[src/rtl/misc_alias_pkg.sv]
package misc_alias_pkg;

    typedef enum logic [2:0] {
        OP_IDLE,
        OP_READ_REG,
        OP_READ_ZERO,
        OP_LOAD,
        OP_ALT,
        OP_OR,
        OP_UNMAPPED
    } op_e;

    typedef enum logic [0:0] {
        ST_IDLE,
        ST_ACK
    } bus_state_e;

    localparam int unsigned BASE_WORD_AND = 32'h4020;
    localparam int unsigned BASE_WORD_CLR = 32'h6080;

endpackage

[src/rtl/misc_alias_decode.sv]
module misc_alias_decode
    import misc_alias_pkg::*;
#(
    parameter int unsigned ADDR_W    = 32,
    parameter int unsigned BASE_WORD = 32'h4020
) (
    input  logic              req_valid,
    input  logic              req_write,
    input  logic [ADDR_W-1:0] req_addr,
    output op_e               op
);
    localparam int unsigned WORD_W = ADDR_W - 3;
    localparam logic [WORD_W-1:0] W_BASE = WORD_W'(BASE_WORD);
    localparam logic [WORD_W-1:0] W_ALT  = WORD_W'(BASE_WORD + 1);
    localparam logic [WORD_W-1:0] W_OR   = WORD_W'(BASE_WORD + 2);

    logic [WORD_W-1:0] word;
    logic              hit_base, hit_alt, hit_or;

    assign word     = req_addr[ADDR_W-1:3];
    assign hit_base = (word == W_BASE);
    assign hit_alt  = (word == W_ALT);
    assign hit_or   = (word == W_OR);

    always_comb begin
        op = OP_IDLE;
        if (req_valid) begin
            if (req_write) begin
                if (hit_base)     op = OP_LOAD;
                else if (hit_alt) op = OP_ALT;
                else if (hit_or)  op = OP_OR;
                else              op = OP_UNMAPPED;
            end else begin
                if (hit_base)               op = OP_READ_REG;
                else if (hit_alt || hit_or) op = OP_READ_ZERO;
                else                        op = OP_UNMAPPED;
            end
        end
    end

    // at most one mapped word is hit for any offset
    always_comb begin
        assert_single_hit_R10: assert ($countones({hit_base, hit_alt, hit_or}) <= 1);
    end

endmodule

[src/rtl/misc_alias_store.sv]
module misc_alias_store
    import misc_alias_pkg::*;
#(
    parameter int unsigned DATA_W    = 64,
    parameter int unsigned KEEP_W    = 16,
    parameter bit          CLEAR_ALT = 1'b0
) (
    input  logic              clk,
    input  logic              rst_n,
    input  op_e               op,
    input  logic [DATA_W-1:0] wdata,
    output logic [DATA_W-1:0] value_q,
    output logic [DATA_W-1:0] value_nxt
);
    localparam int unsigned DROP_W = DATA_W - KEEP_W;
    localparam logic [DATA_W-1:0] KEEP_MASK = {{KEEP_W{1'b1}}, {DROP_W{1'b0}}};

    logic [DATA_W-1:0] alt_res;
    logic [DATA_W-1:0] merged;

    generate
        if (CLEAR_ALT) begin : g_alt_clear
            assign alt_res = '0;
        end else begin : g_alt_and
            assign alt_res = value_q & wdata;
        end
    endgenerate

    always_comb begin
        unique case (op)
            OP_LOAD: merged = wdata;
            OP_ALT:  merged = alt_res;
            OP_OR:   merged = value_q | wdata;
            default: merged = value_q;
        endcase
        value_nxt = merged & KEEP_MASK;
    end

    always_ff @(posedge clk or negedge rst_n) begin
        if (!rst_n) value_q <= '0;
        else        value_q <= value_nxt;
    end

    // low field never holds a one
    assert_low_zero_R6: assert property (@(posedge clk) disable iff (!rst_n)
        value_q[DROP_W-1:0] == '0);

    // OR never drops a bit that was already set
    assert_or_keeps_R5: assert property (@(posedge clk) disable iff (!rst_n)
        (op == OP_OR) |=> ((value_q & $past(value_q)) == $past(value_q)));

    generate
        if (CLEAR_ALT) begin : g_chk_clear
            // clear alias empties the word
            assert_clear_R4: assert property (@(posedge clk) disable iff (!rst_n)
                (op == OP_ALT) |=> (value_q == '0));
        end else begin : g_chk_and
            // AND alias never sets a bit
            assert_and_R3: assert property (@(posedge clk) disable iff (!rst_n)
                (op == OP_ALT) |=> ((value_q & ~$past(value_q)) == '0));
        end
    endgenerate

endmodule

[src/rtl/misc_alias_reg.sv]
module misc_alias_reg
    import misc_alias_pkg::*;
#(
    parameter int unsigned ADDR_W    = 32,
    parameter int unsigned DATA_W    = 64,
    parameter int unsigned KEEP_W    = 16,
    parameter bit          CLEAR_ALT = 1'b0
) (
    input  logic              clk,
    input  logic              rst_n,
    input  logic              req_valid,
    input  logic              req_write,
    input  logic [ADDR_W-1:0] req_addr,
    input  logic [DATA_W-1:0] req_wdata,
    output logic              rsp_valid,
    output logic [DATA_W-1:0] rsp_rdata,
    output logic              unmapped_o,
    output logic              irq_o
);
    localparam int unsigned BASE_WORD = CLEAR_ALT ? BASE_WORD_CLR : BASE_WORD_AND;

    op_e               op;
    logic [DATA_W-1:0] value_q, value_nxt;
    bus_state_e        state_q, state_d;
    logic [DATA_W-1:0] rdata_q;
    logic              unmapped_q, irq_q;

    misc_alias_decode #(
        .ADDR_W    (ADDR_W),
        .BASE_WORD (BASE_WORD)
    ) decode_i (
        .req_valid (req_valid),
        .req_write (req_write),
        .req_addr  (req_addr),
        .op        (op)
    );

    misc_alias_store #(
        .DATA_W    (DATA_W),
        .KEEP_W    (KEEP_W),
        .CLEAR_ALT (CLEAR_ALT)
    ) store_i (
        .clk       (clk),
        .rst_n     (rst_n),
        .op        (op),
        .wdata     (req_wdata),
        .value_q   (value_q),
        .value_nxt (value_nxt)
    );

    // next-state logic: GO_ACK / STAY_ACK / GO_IDLE / STAY_IDLE
    always_comb begin
        state_d = state_q;
        unique case (state_q)
            ST_IDLE: state_d = req_valid ? ST_ACK : ST_IDLE;
            ST_ACK:  state_d = req_valid ? ST_ACK : ST_IDLE;
            default: state_d = ST_IDLE;
        endcase
    end

    always_ff @(posedge clk or negedge rst_n) begin
        if (!rst_n) state_q <= ST_IDLE;
        else        state_q <= state_d;
    end

    // registered outputs
    always_ff @(posedge clk or negedge rst_n) begin
        if (!rst_n) begin
            rdata_q    <= '0;
            unmapped_q <= 1'b0;
            irq_q      <= 1'b0;
        end else begin
            rdata_q    <= (op == OP_READ_REG) ? value_q : '0;
            unmapped_q <= (op == OP_UNMAPPED);
            irq_q      <= value_nxt[DATA_W-1];
        end
    end

    assign rsp_valid  = (state_q == ST_ACK);
    assign rsp_rdata  = rdata_q;
    assign unmapped_o = unmapped_q;
    assign irq_o      = irq_q;

    // interrupt line mirrors stored top bit
    assert_irq_tracks_R7: assert property (@(posedge clk) disable iff (!rst_n)
        irq_o == value_q[DATA_W-1]);

    // interrupt moves only after a write request
    assert_irq_after_write_R7: assert property (@(posedge clk) disable iff (!rst_n)
        (irq_o != $past(irq_o)) |-> $past(req_valid && req_write));

    // a response follows a request
    assert_rsp_follows_R8: assert property (@(posedge clk) disable iff (!rst_n)
        rsp_valid == $past(req_valid));

    // reads other than the base word return zero
    assert_zero_read_R8: assert property (@(posedge clk) disable iff (!rst_n)
        (rsp_valid && $past(op != OP_READ_REG)) |-> (rsp_rdata == '0));

    // unmapped flag only accompanies a response and leaves the word alone
    assert_unmapped_hold_R9: assert property (@(posedge clk) disable iff (!rst_n)
        unmapped_o |-> (rsp_valid && $stable(value_q) && rsp_rdata == '0));

endmodule

[config.mk]
export PLATFORM = sky130hd
export DESIGN_NAME = misc_alias_reg
export DESIGN_NICKNAME = d
export VERILOG_FILES = /design/src/rtl/misc_alias_pkg.sv /design/src/rtl/misc_alias_decode.sv /design/src/rtl/misc_alias_store.sv /design/src/rtl/misc_alias_reg.sv
export SDC_FILE = /design/constraint.sdc
export NUM_CORES = 1
export LEC_CHECK = 0
export BUFFER_PORTS_ARGS = -buffer_cell sky130_fd_sc_hd__buf_4
export CORE_ASPECT_RATIO = 1.4
export CORE_UTILIZATION = 33
export DETAILED_ROUTE_END_ITERATION = 10
export PLACE_DENSITY_LB_ADDON = 0.1
export SYNTH_ARGS = -nofsm -noshare
export SYNTH_HDL_FRONTEND = slang
export SYNTH_SLANG_ARGS = --single-unit
export TNS_END_PERCENT = 1
[constraint.sdc]
create_clock -name clk -period 0.8 [get_ports clk]
set_clock_uncertainty 0.2 [all_clocks]
set_input_delay 0.16 -clock clk [delete_from_list [all_inputs] [get_ports clk]]
set_output_delay 0.16 -clock clk [all_outputs]
set_load 0.05 [all_outputs]
After elaboration in Yosys (flattened, before gate mapping)
Index checks and enable logic that the tools add are counted.
{"block": "word_totals", "ff_bits": 82, "output_inout_bits": 67, "inputBits": 100}
{"block": "classes", "n_reduce_logical": 2, "bitwise_logic": 2, "mux": 10, "eq_ne": 8}
{"cell": "one-hot mux 64 bit (3 select lines)", "n": 1}
{"cell": "equality test 29 x 15 -> 1 bit (second input constant)", "n": 3}
{"cell": "bitwise AND 64 bit", "n": 1}
{"cell": "two-way mux 64 bit", "n": 1}
{"cell": "bitwise OR 64 bit", "n": 1}
{"cell": "two-way mux 3 bit", "n": 6}
{"cell": "equality test 3 bit (second input constant)", "n": 3}
{"cell": "equality test 3 x 1 -> 1 bit (second input constant)", "n": 1}
{"cell": "equality test 3 x 2 -> 1 bit (second input constant)", "n": 1}
{"cell": "nonzero test 3 bit", "n": 1}
{"cell": "two-way mux 2 bit", "n": 1}
{"cell": "logical OR 1 bit", "n": 1}
{"cell": "two-way mux 1 bit", "n": 1}

Depth between registers and ports, before layout
Gate-level depths: netlist of the first run.
{"block": "logic_depth", "word_depth": 8, "depth_mapped": 6}

By module
Synthesis of the first run repeated with hierarchy kept, for this count alone.
{"block": "unflattened", "cells_unflattened": 367, "hier_area_um2": 4396.7}
{"mod": "misc_alias_reg", "seq_area_each_um2": 1676.6, "area_each_um2": 2600.0, "instances": 1, "cells_per_inst": 153}
{"mod": "misc_alias_store", "seq_area_each_um2": 400.4, "area_each_um2": 1666.6, "instances": 1, "cells_per_inst": 194}
{"mod": "misc_alias_decode", "seq_area_each_um2": 0.0, "area_each_um2": 130.1, "instances": 1, "cells_per_inst": 20}

Worst setup path before layout of the first run
OpenSTA, ideal clock, no wires.
{"block": "synth_timing", "path_kind": "in2reg", "startpoint": "input req_addr[26]", "endpoint": "register store_i.value_q[57]", "t_arrival_ns": 1.615, "setup_time_ns": 0.076, "required_ns": 0.524, "slack_ns": -1.092, "path_buffers": 2, "stages": 6, "path_cell_list": "nor4b_1 > nand2_1 > or4_1 > buf_2 > buf_6 > o21ai_1"}
{"block": "synth_between", "elab_chain_cells": 8}
{"element": "start, declared", "line": "misc_alias_reg.sv:13", "rtl": "input logic [ADDR_W-1:0] req_addr,"}
{"element": "equality test 29 x 15 -> 1 bit, on equally long branches", "line": "misc_alias_decode.sv:23, misc_alias_decode.sv:22"}
{"element": "two-way mux 2 bit / logical OR 1 bit (equally long branches)", "line": "misc_alias_decode.sv:31, misc_alias_decode.sv:35"}
{"element": "two-way mux 3 bit, on equally long branches", "line": "misc_alias_decode.sv:30, misc_alias_decode.sv:35"}
{"element": "two-way mux 3 bit, on equally long branches", "line": "misc_alias_decode.sv:29, misc_alias_decode.sv:34"}
{"element": "two-way mux 3 bit *", "line": "misc_alias_decode.sv:28", "rtl": "if (req_write) begin"}
{"element": "two-way mux 3 bit *", "line": "misc_alias_decode.sv:27", "rtl": "if (req_valid) begin"}
{"element": "equality test 3 bit / equality test 3 x 2 -> 1 bit (equally long branches)", "line": "misc_alias_store.sv:30", "rtl": "unique case (op)"}
{"element": "one-hot mux 64 bit (3 select lines) / nonzero test 3 bit (equally long branches)"}
{"element": "end signal, assigned", "line": "misc_alias_store.sv:41", "rtl": "else value_q <= value_nxt;"}
{"element": "end, declared", "line": "misc_alias_store.sv:12", "rtl": "output logic [DATA_W-1:0] value_q,"}
Every way passes the cells marked *; elsewhere a longest branch is shown, timed or not.
A chain may end at the register's enable or synchronous reset.

Worst setup path in the final report of the first run
{"block": "layout_timing", "startpoint": "input req_addr[29]", "endpoint": "register store_i.value_q[60]"}
Same word-level chain as after synthesis.

==> impl_results.md, run 1 <==
- Outcome: complete, but fails checks
- Failing checks: hold timing, setup timing
- Htree depth: 2
- Core box area: about 5200 um^2
- Final cell count without fillers: 325
- Clk root buf: clkbuf_8
- Remaining DRCs: 0
- Post-route setup TNS: -28610 ps
- Yosys top cell by area: dfrtp_1
- Sequential share of power: 44.9%
- Layout cells sized above 1: 42.9%
- Placed insts: 315
- Pin count of the biggest net entering global routing: 35
- Number of CTS-inserted buffers: 5
- Vias per cell: 4.57
- Die area: 5770 um^2
- Global-route wire length before repair: ~6100 um
- VDD IR max: 0.000603 V
- Most common cell after layout, fill and taps aside: buf_4
- Max_cap viols: 0
- TritonCTS clock tree: yes
- GRT Total Usage: 14.2%
- Worst-path clk slew: 70 ps
- Pwr/cell area: 1450 nW/um^2
- DRT Pass-1 Iters: 4
- Cell area after synthesis: roughly 1800 um^2
- Cell Int Power: approximately 0.0026 W
- Slew Viols, Final: 0
- Horiz. Die Dim: 64.5 um
- Final setup vio count: between 50 and 60
- Max Clock Freq: between 600 and 700 MHz
- Tcrit/Tclk final: 188%
- Congestion Overflow GR: 0
- N_diodes: 0
- Final worst path period need: between 1500 and 2000 ps
- Post-synthesis register bit count: 34
- Worst endpoint data arrival time: 1510 ps
- IO Port Bufs: 67
- Post-synth top area share: 47.2%
- HPWL after DPL: around 2900 um
- P_leak: 1.29 nW
- Min-delay worst type: in -> reg
- Most area-consuming cells after synthesis: dfrtp_1 47%, buf_4 20%, nor4_1 6.9%
- Vias in the first global route: 1301
- CTS sink cnt: 34
- Initial Utilization: 34.7%
- Drt initial violations: 39
- Final worst slack: -706 ps
- Area grow syn2layout: 47.8%
- Clock Latency Late Sink: 280 ps
- Initial antenna violation count: 0
- Cts-stage hold buffer count: 1
- Post-CTS Setup Bufs: 0
- WHS: -85.0 ps
- Critical Path Start Type: primary input
- I/O pin cnt: around 170
- DR WL/cell: ~12 um
- Setup crit end kind: register
- Seq/Total Area, Yosys: a little under half
- Switch share: 31.6%
- Clock Power Share: 32.5%
- Mapped Avg Cell Area: 10.2 um^2
- Psw: ~0.0012 W
- Warnings from Yosys: 0
- Rows: 31
- Setup CP Type: in -> reg
- Synth Instances: 176
- Via count: 1486
- Post-route ant nets: 0
- Logic gate share of total power: 22.6%
- Routability cong.: 0.735
- Final Hold Vio Count: 17
- Unrepaired setup endpoints after global routing: yes
- Fin nets: 358
- Critical path peak fanout: 6
- Clock Tree Buf Depth: 2
- Cell variety after synth: 23
- Commonest non-fill, non-tap cells in the layout: 56 x buf_4, 48 x conb_1, 34 x dfrtp_1
- CP required: 800 ps
- Routed WL: between 3000 and 4000 um
- Die height: 89.5 um
==> worst max-delay path, cell delays in order <==
cell and delay [ps]:
buf_4 110, or3_1 410, or4_4 540, buf_6 150, o21ai_0 140
==> area by class of cell <==
cell class / instances / area, um^2
multi-input cells: 132 / 877
clock buffers: 7 / 86.3
well taps: 66 / 82.6
fillers: 511 / 2530
clock inverters: 1 / 5.00
repair buffers: 85 / 763
flip-flops and latches: 34 / 851
==> power by group through the flow <==
stage,logic (W),registers [W],clock network (W)
detailed placement,0.000854,0.00176,0
CTS,0.000866,0.00173,0.00130
global route,0.000920,0.00173,0.00139
global placement,0.000851,0.00176,0
floorplan,0.000709,0.00178,0
finish,0.000872,0.00173,0.00125
==> path summary, 6_finish.rpt <==
check | start | to | slack (ps) | cells after the start
setup / recovery | req_addr[29] | store_i.value_q[60] | -710 | 5
hold reg to reg | store_i.value_q[62] | rsp_rdata[62] | 280 | 1
hold / removal | req_valid | rsp_valid | -80 | 2
min in group asynchronous | rst_n | store_i.value_q[60] | 170 | 3
setup reg to reg | store_i.value_q[63] | store_i.value_q[63] | -80 | 2
max in group asynchronous | rst_n | rsp_rdata[56] | 60 | 3
==> logic make-up after synthesis <==
logic type	synth area share [%]
and+or+nand+nor	18.7
AOI/OAI and AO/OA	11.5
buffers and inverters	22.3
DFF	47.2
other	0.208
==> synthesized netlist by cell type <==
master    instances
or4_1             1
o21ai_0           6
nand2_1           2
conb_1            1
dfrtp_1          34
nand4_1           3
buf_6             1
nor4_2            1
nor4_1           20
buf_4            48
or3_1             1
nor3_1            2
nand3b_1          1
a21boi_0          1
o21ai_1          10
o31ai_1          16
or4b_2            1
buf_2             1
nor4b_2           1
and2_1           16
nor4b_1           1
and3b_1           1
clkbuf_1          7
==> registers in the layout, indices dropped and copies added (netlist names) <==
name and flops:
rsp_rdata 16, rsp_valid 1, store_i.value_q 16, unmapped_o 1
==> repair_timing <==
item	in CTS	in global routing
cloned	1	0
gates resized for setup	31	16
hold endpoints to repair	51	17
endpoints found under the setup margin	52	52
pin swaps	3	4
==> layer usage <==
| metal | vias to the layer above | track usage, % | part of all wire (%) |
|---|---|---|---|
| met3 | 6 | 2.68 | 6.3 |
| li1 | 701 | - | - |
| met4 | 0 | 7.27 | 2.0 |
| met5 | - | 0 | 0 |
| met2 | 87 | 25.1 | 53 |
| met1 | 692 | 16.3 | 39 |
==> stage by stage <==
step / hold slack, ps / total power, W / cell area, um^2 / setup slack [ps] / util [%]
after floorplan: -336 / 0.00249 / 2060 / -952 / -
after global placement: -80.9 / 0.00261 / 2380 / -1010 / 45.9
after detailed placement: -80.6 / 0.00261 / 2380 / -1030 / 45.9
after CTS: -86.1 / 0.00389 / 2600 / -703 / 50.0
final: -85.0 / 0.00385 / 2670 / -706 / 51.3
after global routing: -77.6 / 0.00404 / 2670 / -802 / 51.3
(Power assumes the default switching activity.)
==> run 2: changes to the inputs <==
--- a/config.mk
+++ b/config.mk
@@ -7,7 +7,7 @@
 export LEC_CHECK = 0
 export BUFFER_PORTS_ARGS = -buffer_cell sky130_fd_sc_hd__buf_4
 export CORE_ASPECT_RATIO = 1.4
-export CORE_UTILIZATION = 33
+export CORE_UTILIZATION = 37
 export DETAILED_ROUTE_END_ITERATION = 10
 export PLACE_DENSITY_LB_ADDON = 0.1
 export SYNTH_ARGS = -nofsm -noshare
==> constraint.sdc (replaced) <==
create_clock -name clk -period 1.63 [get_ports clk]
set_clock_uncertainty 0.2 [all_clocks]
set_input_delay 0.326 -clock clk [delete_from_list [all_inputs] [get_ports clk]]
set_output_delay 0.326 -clock clk [all_outputs]
set_load 0.05 [all_outputs]
==> run 2 against run 1 <==
Net effect: the run ends with setup timing left; sequential power fell by 51%; global-route usage rose by 1.9 points; combinational power fell by 51%; total power fell by 51%; core utilization rose by 4.5 points; clock power fell by 50%; register-to-register slack improved by 840 ps; worst setup slack improved by 670 ps; final cell count fell by 0.92%; wire length rose by 2.6%; via count fell by 0.94%; critical path type unchanged; critical endpoint is now store_i.value_q[59]; largest cell class unchanged.
==> impl_results.md, run 2 (synthesis results as in run 1) <==
- Outcome: complete, but fails checks
- Failing checks: setup timing
- Logic gate share of total power: 22.5%
- Fin area: 2570 um^2
- Crit path buf inv count: 2
- Switch share: 32.0%
- Drt initial violations: 29
- Slew Viols, Final: 0
- Psw: 0.000610 W
- Final setup vio count: 26
- DR WL/cell: 12.2 um
- Hold depth: 3
- Unrepaired setup endpoints after global routing: yes
- WHS Endpoint: store_i.value_q[58]
- Htree depth: 2
- Clock Power Share: 33.0%
- I/O pin cnt: 167
- N_diodes: 0
- Layout cells sized above 1: 41.9%
- Sequential share of power: approximately 45%
- Max Clock Freq: 599 MHz
- Min-delay worst type: in -> reg
- Most common cell after layout, fill and taps aside: buf_4
- Fin nets: 359
- Congestion Overflow GR: 0
- HP Start: req_wdata[58]
- Largest delay share family, worst path: simple AND/OR/NAND/NOR gates
- TritonCTS clock tree: yes
- Horiz. Die Dim: 61.0 um
- Slowest-stage cell, CP: or4_4
- CP cell instances: buf_4, nor4_4, nand2_2, or4_4, buf_6, o21ai_1
- Vias per cell: about 4.6
- IO Port Bufs: 67
- Area grow syn2layout: 42.7%
- Routability cong.: 0.750
- CP required: about 1600 ps
- Tcrit/Tclk final: 102%
- Commonest non-fill, non-tap cells in the layout: 76 x buf_4, 48 x conb_1, 34 x dfrtp_1
- Final Hold Vio Count: 0
- Clock Latency Late Sink: 280 ps
- Die area: 5160 um^2
- VDD IR max: 0.000337 V
- Number of CTS-inserted buffers: 5
- Placed inst area: 2350 um^2
- Via count: approximately 1500
- R2r endpoint: store_i.value_q[59]
- Pwr/cell area: about 740 nW/um^2
- Critical path's largest stage delay: 520 ps
- Final worst path period need: 1670 ps
- Max_cap viols: 0
- Critical path peak fanout: 8
- R2R setup slack: 760 ps
- Critical Path Start Type: primary input
- P_leak: 1.28 nW
- Worst endpoint data arrival time: 1680 ps
- R2R cell count: 2
- Core box area: 4610 um^2
- Routed WL: 3940 um
- Cell Int Power: 0.00129 W
- DRT Pass-1 Iters: 4
- Pin count of the biggest net entering global routing: 35
- Vias in the first global route: 1262
- Clk root buf: clkbuf_8
- Final worst slack: -39.6 ps
- Worst-path clk slew: around 70 ps
- Global-route wire length before repair: about 6000 um
- Post-route ant nets: 0
- Pre-CTS WS: -419 ps
- Initial antenna violation count: 0
- Initial Utilization: about two fifths
- Remaining DRCs: 0
- Rows: 29
- Die height: 84.6 um
- Reg2reg start: store_i.value_q[59]
- CTS sink cnt: 34
- Clock Tree Buf Depth: 2
- GRT Total Usage: 16.1%
- Setup crit end kind: register
- Setup CP Type: in -> reg
[run 2: area by class of cell]
class | instances | area (um^2)
Sequential cell | 34 | 851
Multi-Input combinational cell | 132 | 867
Clock buffer | 7 | 86.3
Clock inverter | 1 | 5.00
Fill cell | 438 | 2040
Tap cell | 62 | 77.6
Timing Repair Buffer | 86 | 686
[run 2: power groups by stage]
stage | clock network [W] | registers, W | logic (W)
floorplan | 0 | 0.000872 | 0.000348
global placement | 0 | 0.000863 | 0.000415
detailed placement | 0 | 0.000863 | 0.000418
CTS | 0.000633 | 0.000847 | 0.000426
global route | 0.000667 | 0.000847 | 0.000447
finish | 0.000628 | 0.000847 | 0.000429
[run 2: layer usage]
metal | vias up | global-route usage (%) | part of all wire [%]
met5 | - | 0 | 0
met3 | 7 | 3.54 | 7.8
li1 | 705 | - | -
met1 | 670 | 19.2 | 39
met2 | 90 | 27.0 | 51
met4 | 0 | 6.82 | 1.8
[run 2: metrics by stage]
stage / hold WS [ps] / total power, W / util [%] / cells / TNS [ps]
5_1_grt: 93.8 / 0.00196 / 55.8 / 322 / -2610
6_report: 93.5 / 0.00190 / 55.8 / 322 / -551
2_1_floorplan: -170 / 0.00122 / - / 223 / -7410
3_5_place_dp: 95.4 / 0.00128 / 50.9 / 310 / -11450
4_1_cts: 99.1 / 0.00191 / 54.8 / 322 / -756
3_3_place_gp: 94.9 / 0.00128 / 50.9 / 310 / -10630
[run 2: how the worst max path moves through the flow]
stage	end	cells after the start	slack, ps	startpoint
2_1_floorplan	store_i.value_q[57]	6	-290	req_addr[11]
3_5_place_dp	store_i.value_q[49]	5	-420	req_addr[29]
6_report	store_i.value_q[59]	6	-40	req_addr[25]
4_1_cts	rsp_rdata[48]	7	-60	req_addr[16]
3_3_place_gp	store_i.value_q[60]	5	-390	req_addr[29]
5_1_grt	rsp_rdata[53]	7	-140	req_addr[16]
[run 2: worst min-delay path: cells and delay by family]
family / cells / cell delay [ps]
buffers and inverters: 1 / 90
AOI/OAI and AO/OA: 2 / 130
[run 2: what timing repair did]
action / 4_1_cts / 5_1_grt
hold buffers: 1 / 0
resized for setup: 20 / 10
cloned: 2 / 0
setup buffers: 1 / 0
pin swaps: 17 / 4
endpoints found under the hold margin: 34 / 0
setup endpoints to repair: 32 / 32
==> run 3: changes to the inputs <==
--- a/config.mk
+++ b/config.mk
@@ -5,8 +5,9 @@
 export SDC_FILE = /design/constraint.sdc
 export NUM_CORES = 1
 export LEC_CHECK = 0
-export BUFFER_PORTS_ARGS = -buffer_cell sky130_fd_sc_hd__buf_4
+export BUFFER_PORTS_ARGS = -buffer_cell sky130_fd_sc_hd__buf_2
 export CORE_ASPECT_RATIO = 1.4
+export CORE_MARGIN = 2
 export CORE_UTILIZATION = 37
 export DETAILED_ROUTE_END_ITERATION = 10
 export PLACE_DENSITY_LB_ADDON = 0.1
==> run 3 against run 2 <==
Net effect: the flow still finishes with violations (setup timing); via count fell by 0.88%; global-route usage is 0.88 points lower; final area fell by 4.2%; fmax is 0.61% lower; count of clock-buffer cells in the layout is the same; sequential cell count stayed put; die area grew 5.7%; worst setup slack worse by 10 ps; core utilization decreased by 4.1 points.
==> impl_results.md, run 3 (synthesis results as in run 1) <==
- Initial antenna violation count: 0
- Failing checks: setup timing
- Outcome: complete, but fails checks
- Worst endpoint data arrival time: 1710 ps
- Post-route ant nets: 0
- CP required: around 1700 ps
- Pwr Total: 0.00188 W
- Final worst path period need: 1680 ps
- R2R setup slack: 730 ps
- HP Start: req_valid
- Critical Path Start Type: primary input
- Congestion Overflow GR: 0
- Pre-CTS WS: -421 ps
- Most common cell after layout, fill and taps aside: buf_2
- Final setup vio count: 27
- Vias in the first global route: ~1300
- Drt initial violations: 39
- GRT Total Usage: 15.2%
- Placed inst area: about 2200 um^2
- IO Port Bufs: 67
- Worst-path clk slew: approximately 70 ps
- Slew Viols, Final: 0
- Cell Int Power: 0.00126 W
- HPWL after DPL: 2970 um
- Horiz. Die Dim: 63.0 um
- WHS Endpoint: rsp_valid
- Clock Power Share: 33.8%
- VDD IR max: approximately 0.00031 V
- Routability cong.: 0.737
- Clk root buf: clkbuf_8
- Via count: roughly 1500
- Commonest non-fill, non-tap cells in the layout: 63 x buf_2, 48 x conb_1, 34 x dfrtp_1
- Global-route wire length before repair: 6230 um
- Remaining DRCs: 0
- Die area: about 5500 um^2
- Fin area: around 2500 um^2
- Vias per cell: 4.42
- Number of CTS-inserted buffers: 5
- Psw: 0.000614 W
- Routed WL: 4130 um
- TritonCTS clock tree: yes
- DRT Pass-1 Iters: 4
- Final Hold Vio Count: 0
- Tcrit/Tclk final: 103%
- Area grow syn2layout: 36.6%
- Htree depth: 2
- Core box area: 4770 um^2
- WHS: 74.8 ps
- N_diodes: 0
- Die height: about 87 um
- Rows: 30
- Clock Latency Late Sink: 290 ps
- Max_cap viols: 0
- Pwr/cell area: 762 nW/um^2
- Min-delay worst type: in -> reg
- Reg2reg start: store_i.value_q[50]
- Unrepaired setup endpoints after global routing: yes
- Switch share: 32.7%
- Setup crit end kind: register
- Utilization after layout: 51.7%
- Fin nets: 365
- Layout cells sized above 1: 43.6%
- Hold depth: 2
- Final worst slack: -49.9 ps
- Setup CP Type: in -> reg
- Logic gate share of total power: a little over a fifth
- P_leak: 1.28 nW
- R2r endpoint: store_i.value_q[50]
- Clock Tree Buf Depth: 2
- I/O pin cnt: roughly 170
- Critical path peak fanout: 8
- Pin count of the biggest net entering global routing: 35
- DR WL/cell: 12.5 um
- Initial Utilization: between 30% and 40%
- R2R cell count: 2
- Max Clock Freq: 595 MHz
- Sequential share of power: 45.1%
- CTS sink cnt: 34
run 3: cell count changes in the layout (fill, tap and decap cells not counted), moves of 2 or more:
cell and delta:
nor4_2 -3, and2_1 -4, and2_4 +4, buf_12 +2, buf_2 +63, nor4_1 +4, buf_4 -60, buf_6 +2
run 3: routing by layer:
layer | global-route usage, % | share of wire [%] | vias to the layer above
met4 | 8.89 | 2.5 | 0
met2 | 27.1 | 52 | 89
met3 | 3.38 | 8.6 | 7
met1 | 16.5 | 37 | 649
met5 | 0 | 0 | -
li1 | - | - | 714
run 3: stage by stage:
step / setup TNS, ps / instances
after floorplan: -7410 / 223
after global placement: -9980 / 315
after detailed placement: -10380 / 315
after CTS: -260 / 326
after global routing: -2940 / 330
final: -875 / 330
run 3: area by class of cell:
type / instances / area, um^2
Clock buffer: 7 / 86.3
Clock inverter: 1 / 5.00
Fill cell: 473 / 2300
Multi-Input combinational cell: 132 / 843
Sequential cell: 34 / 851
Tap cell: 64 / 80.1
Timing Repair Buffer: 92 / 598
run 3: worst max path at each step:
stage,startpoint,end,slack [ps],depth (start not counted)
2_1_floorplan,req_addr[11],store_i.value_q[57],-290,6
3_3_place_gp,req_addr[21],store_i.value_q[61],-350,6
3_5_place_dp,req_addr[21],store_i.value_q[50],-420,6
4_1_cts,req_addr[25],store_i.value_q[48],-30,6
5_1_grt,req_addr[21],store_i.value_q[48],-110,6
6_report,req_addr[3],rsp_rdata[52],-50,5
run 3: power by group through the flow:
stage,clock [W],combinational (W),sequential (W)
after global placement,0,0.000385,0.000863
after detailed placement,0,0.000385,0.000863
after global routing,0.000695,0.000417,0.000846
after floorplan,0,0.000348,0.000872
final,0.000635,0.000396,0.000847
after CTS,0.000655,0.000389,0.000846
run 3: what timing repair did:
item	CTS	global route
buffers inserted	1	3
gates cloned	1	1
endpoints found under the setup margin	32	32
hold buffers	1	0
pin swaps	6	12
hold endpoints to repair	34	0
gates resized for setup	10	25
run 3: worst max-delay path, cell delays in order:
cell,delay [ps]
buf_2,100
or4b_2,720
nor4_4,250
buf_6,180
and2_4,130
